[src/rtl/pio_pkg.sv]
// Package: shared widths, select codes, configuration record and its decoder.
// Assumes an 8-bit port width; the control-word bit positions depend on it.
package pio_pkg;

    localparam int PORT_W  = 8;
    localparam int BSEL_W  = $clog2(PORT_W);
    localparam int STB_BIT = 4;   // port C pin used as strobe in bidirectional mode
    localparam int ACK_BIT = 6;   // port C pin used as acknowledge in bidirectional mode

    typedef enum logic [1:0] {
        SEL_A    = 2'b00,
        SEL_B    = 2'b01,
        SEL_C    = 2'b10,
        SEL_CTRL = 2'b11
    } pio_sel_e;

    typedef struct packed {
        logic bidir;   // port A strobed bidirectional mode
        logic a_in;    // port A is input
        logic cu_in;   // PC7..PC4 are inputs
        logic b_in;    // port B is input
        logic cl_in;   // PC3..PC0 are inputs
    } pio_cfg_t;

    localparam pio_cfg_t CFG_RESET = '{bidir: 1'b0, a_in: 1'b1, cu_in: 1'b1,
                                       b_in: 1'b1, cl_in: 1'b1};

    // Turn a configuration word into the stored record.
    function automatic pio_cfg_t decode_cfg(input logic [PORT_W-1:0] w);
        pio_cfg_t c;
        c.bidir = w[6];
        c.a_in  = w[4];
        c.cu_in = w[3];
        c.b_in  = w[1];
        c.cl_in = w[0];
        return c;
    endfunction

endpackage

[src/rtl/pio_regs.sv]
// Control register and the three output latches.
// Handles data writes, configuration words (clear or keep the latches, chosen by
// PRESERVE) and single-bit port C commands. Assumes wr_en lasts one cycle per access.
module pio_regs
    import pio_pkg::*;
#(
    parameter int W        = PORT_W,
    parameter bit PRESERVE = 1'b0
) (
    input  logic         clk,
    input  logic         rst_n,
    input  logic         wr_en,
    input  logic [1:0]   addr,
    input  logic [W-1:0] wdata,
    output pio_cfg_t     cfg,
    output logic [W-1:0] a_lat,
    output logic [W-1:0] b_lat,
    output logic [W-1:0] c_lat
);
    localparam int SW = $clog2(W);

    logic ctrl_wr;
    logic cfg_wr;
    logic bsr_wr;
    logic [SW-1:0] bsr_idx;

    assign ctrl_wr = wr_en && (addr == SEL_CTRL);
    assign cfg_wr  = ctrl_wr && wdata[W-1];
    assign bsr_wr  = ctrl_wr && !wdata[W-1];
    assign bsr_idx = wdata[SW:1];

    // Configuration register: loads only on configuration words.
    always_ff @(posedge clk) begin
        if (!rst_n)
            cfg <= CFG_RESET;
        else if (cfg_wr)
            cfg <= decode_cfg(wdata);
    end

    // Port A and B latches: data writes, plus the optional clear on configuration.
    always_ff @(posedge clk) begin
        if (!rst_n) begin
            a_lat <= '0;
            b_lat <= '0;
        end else if (cfg_wr && !PRESERVE) begin
            a_lat <= '0;
            b_lat <= '0;
        end else if (wr_en && addr == SEL_A) begin
            a_lat <= wdata;
        end else if (wr_en && addr == SEL_B) begin
            b_lat <= wdata;
        end
    end

    // Port C latch: data writes, single-bit commands and the optional clear.
    always_ff @(posedge clk) begin
        if (!rst_n)
            c_lat <= '0;
        else if (cfg_wr && !PRESERVE)
            c_lat <= '0;
        else if (bsr_wr)
            c_lat[bsr_idx] <= wdata[0];
        else if (wr_en && addr == SEL_C)
            c_lat <= wdata;
    end

endmodule

[src/rtl/pio_pins.sv]
// Pin direction control and the port A strobe capture register.
// Assumes the strobe and acknowledge pins are already synchronous to clk.
module pio_pins
    import pio_pkg::*;
#(
    parameter int W = PORT_W
) (
    input  logic         clk,
    input  logic         rst_n,
    input  pio_cfg_t     cfg,
    input  logic [W-1:0] pa_in,
    input  logic         stb_n,
    input  logic         ack_n,
    output logic         pa_oe,
    output logic         pb_oe,
    output logic [W-1:0] pc_oe,
    output logic [W-1:0] pa_cap
);
    localparam int HALF = W / 2;

    // Port A: the acknowledge pin sets the direction in bidirectional mode, the config bit otherwise.
    always_comb begin
        if (cfg.bidir)
            pa_oe = !ack_n;
        else
            pa_oe = !cfg.a_in;
    end

    assign pb_oe = !cfg.b_in;

    // Port C per-bit enables; the handshake pins become inputs in bidirectional mode.
    for (genvar i = 0; i < W; i++) begin : g_pc_dir
        if (i == STB_BIT || i == ACK_BIT) begin : g_hs
            assign pc_oe[i] = !cfg.bidir && !cfg.cu_in;
        end else if (i < HALF) begin : g_lo
            assign pc_oe[i] = !cfg.cl_in;
        end else begin : g_hi
            assign pc_oe[i] = !cfg.cu_in;
        end
    end

    // Capture register: follows the port A pins while the strobe is low in bidirectional mode.
    always_ff @(posedge clk) begin
        if (!rst_n)
            pa_cap <= '0;
        else if (cfg.bidir && !stb_n)
            pa_cap <= pa_in;
    end

endmodule

[src/rtl/pio_rdpath.sv]
// Read path: samples the pins every cycle and registers the addressed value on rd_en.
// Assumes the pin inputs may change at any time; one sample stage sits before rdata.
module pio_rdpath
    import pio_pkg::*;
#(
    parameter int W = PORT_W
) (
    input  logic         clk,
    input  logic         rst_n,
    input  logic         rd_en,
    input  logic [1:0]   addr,
    input  logic         bidir,
    input  logic [W-1:0] pa_in,
    input  logic [W-1:0] pb_in,
    input  logic [W-1:0] pc_in,
    input  logic [W-1:0] pa_cap,
    output logic [W-1:0] rdata
);
    logic [W-1:0] pa_s;
    logic [W-1:0] pb_s;
    logic [W-1:0] pc_s;
    logic [W-1:0] rd_mux;

    // Pin sample stage.
    always_ff @(posedge clk) begin
        if (!rst_n) begin
            pa_s <= '0;
            pb_s <= '0;
            pc_s <= '0;
        end else begin
            pa_s <= pa_in;
            pb_s <= pb_in;
            pc_s <= pc_in;
        end
    end

    // Address select; port A returns the capture register in bidirectional mode.
    always_comb begin
        unique case (pio_sel_e'(addr))
            SEL_A:    rd_mux = bidir ? pa_cap : pa_s;
            SEL_B:    rd_mux = pb_s;
            SEL_C:    rd_mux = pc_s;
            default:  rd_mux = '0;
        endcase
    end

    // Read data register.
    always_ff @(posedge clk) begin
        if (!rst_n)
            rdata <= '0;
        else if (rd_en)
            rdata <= rd_mux;
    end

endmodule

[src/rtl/tri_pio.sv]
// Top: three-port parallel I/O controller with split pin in/out/enable vectors.
// PRESERVE_ON_CONFIG = 1 keeps the output latches across configuration words.
module tri_pio
    import pio_pkg::*;
#(
    parameter bit PRESERVE_ON_CONFIG = 1'b0
) (
    input  logic              clk,
    input  logic              rst_n,
    input  logic [1:0]        addr,
    input  logic              wr_en,
    input  logic              rd_en,
    input  logic [PORT_W-1:0] wdata,
    output logic [PORT_W-1:0] rdata,
    input  logic [PORT_W-1:0] pa_in,
    output logic [PORT_W-1:0] pa_out,
    output logic              pa_oe,
    input  logic [PORT_W-1:0] pb_in,
    output logic [PORT_W-1:0] pb_out,
    output logic              pb_oe,
    input  logic [PORT_W-1:0] pc_in,
    output logic [PORT_W-1:0] pc_out,
    output logic [PORT_W-1:0] pc_oe
);
    pio_cfg_t          cfg;
    logic              cfg_bidir;
    logic [PORT_W-1:0] pa_cap;

    assign cfg_bidir = cfg.bidir;

    pio_regs #(.W(PORT_W), .PRESERVE(PRESERVE_ON_CONFIG)) regs_i (
        .clk   (clk),
        .rst_n (rst_n),
        .wr_en (wr_en),
        .addr  (addr),
        .wdata (wdata),
        .cfg   (cfg),
        .a_lat (pa_out),
        .b_lat (pb_out),
        .c_lat (pc_out)
    );

    pio_pins #(.W(PORT_W)) pins_i (
        .clk    (clk),
        .rst_n  (rst_n),
        .cfg    (cfg),
        .pa_in  (pa_in),
        .stb_n  (pc_in[STB_BIT]),
        .ack_n  (pc_in[ACK_BIT]),
        .pa_oe  (pa_oe),
        .pb_oe  (pb_oe),
        .pc_oe  (pc_oe),
        .pa_cap (pa_cap)
    );

    pio_rdpath #(.W(PORT_W)) rd_i (
        .clk    (clk),
        .rst_n  (rst_n),
        .rd_en  (rd_en),
        .addr   (addr),
        .bidir  (cfg_bidir),
        .pa_in  (pa_in),
        .pb_in  (pb_in),
        .pc_in  (pc_in),
        .pa_cap (pa_cap),
        .rdata  (rdata)
    );

endmodule

[config.mk]
export PLATFORM = sky130hd
export DESIGN_NAME = tri_pio
export DESIGN_NICKNAME = d
export VERILOG_FILES = /design/src/rtl/pio_pkg.sv /design/src/rtl/pio_regs.sv /design/src/rtl/pio_pins.sv /design/src/rtl/pio_rdpath.sv /design/src/rtl/tri_pio.sv
export SDC_FILE = /design/constraint.sdc
export NUM_CORES = 1
export LEC_CHECK = 0
export ABC_AREA = 1
export BUFFER_PORTS_ARGS = -buffer_cell sky130_fd_sc_hd__buf_2
export CORE_UTILIZATION = 40
export DETAILED_ROUTE_END_ITERATION = 8
export PLACE_DENSITY_LB_ADDON = 0.25
export REMOVE_ABC_BUFFERS = 1
export SYNTH_ARGS = -nofsm -noshare
export SYNTH_HDL_FRONTEND = slang
export SYNTH_HIERARCHICAL = 1
export SYNTH_SLANG_ARGS = --single-unit
[constraint.sdc]
create_clock -name clk -period 1.95 [get_ports clk]
set_input_delay 0.0975 -clock clk [delete_from_list [all_inputs] [get_ports clk]]
set_output_delay 0.0975 -clock clk [all_outputs]
set_load 0.01 [all_outputs]
==> flow_summary.toml, run 1 <==
[critical_path]
arrival_ns = 1.51
critical_path_class = "reg -> out"
critical_path_required_ns = 1.85
endpoint_kind = "output pin"
worstSetupStartpointType = "register"
cp_max_fo = 17

[yosys]
synth_cells = 476
synth_top_area_share_pct = 44.0
synth_top_cell_by_area = "dfxtp_1"
netlist_area_mm2 = 0.00314
yosysSeqAreaShare_pct = 44.0
ys_ff_latch = 69
yosysWarnings = 6
synth.distinct_cells = 20
synthTopCellsByArea = "dfxtp_1 44%, nand2_1 18%, inv_1 11%"
avgSynthCellArea_um2 = 6.60

[final_layout]
fillers = 758
diodes = 0
final_cell_mix = "153 x nand2_1, 94 x inv_1, 79 x buf_2"
synthToLayoutAreaGrowth_pct = 28.9
layout-drive-gt1-share_pct = 19.4
final_common_cell = "nand2_1"
nNetsFinal = 614

[cts]
cts_tree = "done"
cts.sinks = 69
cts-root-buf = "clkbuf_8"
clock_latency_ns = 0.34
cts_buffer_depth = 2
clkTransAtPathRegs_ns = 0.07
h-tree-depth = 3
cts_buffers = 9

[global_routing]
grt_max_degree = 38
grt_pass1_wl_um = 12600
grt_overflow = 0
grt_usage_pct = 19.1
grt_antenna_before_repair = 0
grt_pass1_vias = 2808

[placement]
place_hpwl_um = 5230
port_buffers = 79
place_ws_ns = 0.342
gp_congestion = 0.873

[timing]
setup_ws_ns = 0.347
max_slew_margin_pct = 53.4
final_hold_viol_count = 0
fmax_mhz = 624
setup_tns_ns = 0
setup_viol = 0
worstMarginPinSlew_ns = 0.698
rsz0062_at_grt = "no"
slew_violations = 0
fin_crit_ns = 1.60
finalHoldWorstSlack_ns = 0.0295
fin_crit_sh_pct = 82.2
skew_ns = 0.0101

[detailed_routing]
routedWlPerCell_um = 10.8
drtAntennaViolNets = 0
vias = 3087
drtIter0Drc = 105
viasPerCell = 4.54
drt-total-wl_um = 7350
drc = 0
first_pass_iters = 4

[power_and_ir_drop]
ir_drop_uv = 525
power_leakage_nw = 2.28
power_w = 0.00329
p_per_area_mw_per_mm2 = 814

[floorplanning]
die_area_mm2 = 0.00821
fp.coreArea_mm2 = 0.00741
fp.dieW_um = 90.6
start_util_pct = 42.4
die_y_um = 90.6
rows = 31
io_pins = 80

[run_status]
outcome = "finished clean"

[min_path]
hp-class = "in -> reg"

[job]
maxCapViolCount = 0
==> cells by family (layout without fill, tap and decap cells) <==
group                  after synthesis  count (layout)  share of synthesized area (%)
AND/OR/NAND/NOR                    249             249                           33.0
AO/OA/AOI/OAI                       40              40                           6.62
flip-flops                          69              69                           44.0
buffers and inverters              118             223                           16.4
==> cells in the mapped netlist <==
master and number:
a21oi_1 25, buf_2 8, buf_4 8, buf_6 2, clkbuf_8 1, dfxtp_1 69
inv_1 94, inv_2 2, inv_4 3, nand2_1 153, nand3_1 46, nand3_2 2
nor2_1 41, nor2_2 4, nor2_8 1, nor3_1 1, o211ai_1 3, o21ai_0 11
o21ai_1 1, or2_1 1
==> worst paths after layout <==
kind | from | to | slack (ns) | depth (start not counted)
max | regs_i/cfg[4]$_SDFFE_PN0P_ | pa_oe | 0.35 | 3
min | pc_in[4] | rd_i/pc_s[4]$_SDFF_PN0_ | 0.03 | 3
min reg2reg | rd_i/rdata[1]$_SDFFE_PN0P_ | rd_i/rdata[1]$_SDFFE_PN0P_ | 0.47 | 2
max reg2reg | regs_i/cfg[4]$_SDFFE_PN0P_ | pins_i/pa_cap[3]$_SDFFE_PN0P_ | 0.58 | 4
==> power breakdown <==
| group | switching [W] | internal, W | total [W] | leakage [nW] |
|---|---|---|---|---|
| combinational | 0.000220 | 0.000156 | 0.000376 | 1.60 |
| sequential | 0.0000265 | 0.00147 | 0.00150 | 0.566 |
| clock | 0.000537 | 0.000882 | 0.00142 | 0.119 |
| total | 0.000784 | 0.00251 | 0.00329 | 2.28 |
==> per-layer routing <==
| layer | GRT usage [%] | up-vias | share of wire [%] |
|---|---|---|---|
| met5 | 0 | - | 0 |
| met4 | 7.39 | 0 | 1.4 |
| met3 | 5.05 | 13 | 7.0 |
| met2 | 32.6 | 101 | 48 |
| met1 | 22.7 | 1360 | 44 |
| li1 | - | 1613 | - |
==> metrics by stage <==
stage | cells | util [%] | cell area (um^2)
floorplan | 457 | - | 3000
global placement | 641 | 48.2 | 3570
detailed placement | 641 | 48.2 | 3570
CTS | 680 | 54.6 | 4050
global route | 680 | 54.6 | 4050
finish | 680 | 54.6 | 4050
==> worst max-delay path: stages (launching register included) <==
cell     delay [ns]
dfxtp_1        0.73
inv_2          0.08
o21ai_1        0.19
buf_2          0.16
==> sequential cells by signal (all words and copies together), names as in the netlist <==
name	flops
rd_i/rdata	8
regs_i/cfg	5
rd_i/pb_s	8
regs_i/b_lat	8
regs_i/a_lat	8
pins_i/pa_cap	8
rd_i/pc_s	8
regs_i/c_lat	8
rd_i/pa_s	8
==> what timing repair did <==
action | 4_1_cts | 5_1_grt
hold buffers | 23 | 0
hold endpoints to repair | 23 | 0
buffers inserted | 0 | 0
resized for setup | 0 | 0
==> final cells by class <==
type                    instances  area (um^2)  area share (%)
flip-flops and latches         69         1380            34.1
multi-input cells             289         1240            30.7
repair buffers                108          671            16.6
inverters                      99          379            9.37
clock buffers                  10          138            3.40
well taps                      99          124            3.06
clock inverters                 6          110            2.72
Note: power is estimated with default switching activity, not from simulation.
==> run 2, diff against run 1 <==
- clock period: 1.95 -> 1.4 ns (I/O delays scaled with it)
==> run 2 against run 1 <==
  * The flow now finishes with violations (hold timing)
  * Cell area up 3.1%
  * Clock skew is 0.0022 ns higher
  * Setup slack got worse by 0.30 ns
  * Sequential share of layout area is 0.94 points lower
  * Die area unchanged
  * Sequential cell count stayed put
  * Power rose by 37%
  * Largest power group unchanged
  * Non-clock buffer count rose by 11
  * Combinational power increased by 51%
==> flow_summary.toml, run 2 (same netlist as run 1, synthesis figures left out) <==
[run_status]
outcome = "finished, violations left"
violations = "hold timing"

[min_path]
hp-class = "in -> reg"
hold_depth = 3
hold-path-endpoint = "regs_i/cfg[4]$_SDFFE_PN0P_"
hp-start = "wdata[6]"

[final_layout]
synthToLayoutAreaGrowth_pct = 32.9
seqCellArea_mm2 = 0.00139
nNetsFinal = 625
multi_input_area_mm2 = 0.00125
final_common_cell = "nand2_1"
fillers = 733
post-route-util_pct = 56.3
layout-drive-gt1-share_pct = 20.6
diodes = 0
final_cell_mix = "153 x nand2_1, 94 x inv_1, 79 x buf_2"

[critical_path]
reg2reg_to = "rd_i/rdata[2]$_SDFFE_PN0P_"
crit_chain = "buf_12, or2_1, o21ai_2, buf_2"
critical_path_required_ns = 1.33
reg2reg_slack_ns = 0.23
slowest_stage = "dfxtp_4"
worstSetupStartpointType = "register"
rr_worst_depth = 8
reg2reg_from = "regs_i/cfg[4]$_SDFFE_PN0P_"
endpoint_kind = "output pin"
critical_path_class = "reg -> out"
cp_max_fo = 4
cpPeakStageDelay_ns = 0.36
arrival_ns = 1.28

[detailed_routing]
first_pass_iters = 4
drt-total-wl_um = 7880
drtIter0Drc = 88
viasPerCell = 4.52
routedWlPerCell_um = 11.4
drc = 0
drtAntennaViolNets = 0
vias = 3122

[floorplanning]
rows = 31
io_pins = 80
fp.dieW_um = 90.6
fp.coreArea_mm2 = 0.00741
die_y_um = 90.6
die_area_mm2 = 0.00821
start_util_pct = 42.4

[cts]
clock_latency_ns = 0.35
cts-root-buf = "clkbuf_8"
cts_tree = "done"
cts.sinks = 69
cts_buffer_depth = 2
cts_buffers = 9
clkTransAtPathRegs_ns = 0.08
h-tree-depth = 3

[timing]
worstMarginPinSlew_ns = 0.388
setup_tns_ns = 0
rsz0062_at_grt = "no"
finalHoldWorstSlack_ns = -0.00121
final_hold_viol_count = 1
fmax_mhz = 741
max_slew_margin_pct = 74.1
fin_crit_ns = 1.35
setup_viol = 0
skew_ns = 0.0123
fin_crit_sh_pct = 96.5
slew_violations = 0

[power_and_ir_drop]
ir_drop_uv = 488
power_leakage_nw = 2.34
p_per_area_mw_per_mm2 = 1080

[placement]
place_hpwl_um = 5330
port_buffers = 79
gp_congestion = 0.878

[global_routing]
grt_pass1_wl_um = 12500
grt_antenna_before_repair = 0
grt_overflow = 0
grt_usage_pct = 19.1
grt_max_degree = 38
grt_pass1_vias = 2748

[job]
maxCapViolCount = 0
run 2: cell types whose count changed in the layout (fill, tap and decap cells not counted), sizes merged:
| cell | before | now |
|---|---|---|
| buf | 85 | 91 |
| dlygate4sd3 | 23 | 27 |
| bufinv | 3 | 2 |
| clkbuf | 10 | 11 |
| clkinv | 1 | 2 |
| clkinvlp | 2 | 1 |
| inv | 99 | 100 |
run 2: what timing repair did:
item,4_1_cts,5_1_grt
setup endpoints to repair,1,1
hold endpoints to repair,27,0
resized for setup,2,4
buffers inserted,0,3
gates cloned,0,1
hold buffers,27,0
pin swaps,0,1
run 2: how the worst max path moves through the flow:
stage | from | endpoint | slack [ns] | cells past startpoint
2_1_floorplan | regs_i/cfg[4]$_SDFFE_PN0P_ | pins_i/pa_cap[0]$_SDFFE_PN0P_ | 0.25 | 4
3_3_place_gp | addr[1] | regs_i/c_lat[0]$_SDFFE_PP0P_ | 0.26 | 9
3_5_place_dp | addr[1] | regs_i/c_lat[0]$_SDFFE_PP0P_ | 0.20 | 9
4_1_cts | regs_i/cfg[4]$_SDFFE_PN0P_ | pa_oe | 0.02 | 4
5_1_grt | regs_i/cfg[4]$_SDFFE_PN0P_ | pa_oe | 0.01 | 4
6_report | regs_i/cfg[4]$_SDFFE_PN0P_ | pa_oe | 0.05 | 4
run 2: worst max-delay path: cells and delay by family (launching register included):
kind | cells | cell delay [ns]
AO/OA/AOI/OAI | 1 | 0.08
buffers and inverters | 2 | 0.27
flip-flops | 1 | 0.36
AND/OR/NAND/NOR | 1 | 0.22
run 2: metal layers:
metal / part of all wire (%) / GRT usage (%)
met4: 1.4 / 7.80
met1: 43 / 23.3
met5: 0 / 0
met3: 5.6 / 3.62
met2: 50 / 33.0
run 2: power breakdown:
part           internal, W  switching, W  leakage, nW  total, W
clock network      0.00106      0.000811        0.113   0.00187
registers          0.00204     0.0000331        0.567   0.00208
logic             0.000245      0.000322         1.66  0.000568
run 2: through the flow:
step	area (um^2)	total power [W]	setup WS [ns]	hold slack, ns	instances
finish	4170	0.00452	0.0496	-0.00121	691
global route	4170	0.00471	0.0147	0.0182	691
CTS	4110	0.00453	0.0244	0.00533	687
detailed placement	3600	0.00262	0.204	0.257	644
global placement	3600	0.00261	0.256	0.252	644
floorplan	3000	0.00238	0.254	0.163	457
run 2: cell type report:
class / count / share of cell area (%)
Clock buffer: 10 / 3.30
Clock inverter: 6 / 2.25
Inverter: 99 / 9.09
Multi-Input combinational cell: 289 / 29.9
Sequential cell: 69 / 33.2
Tap cell: 99 / 2.97
Timing Repair Buffer: 119 / 19.3
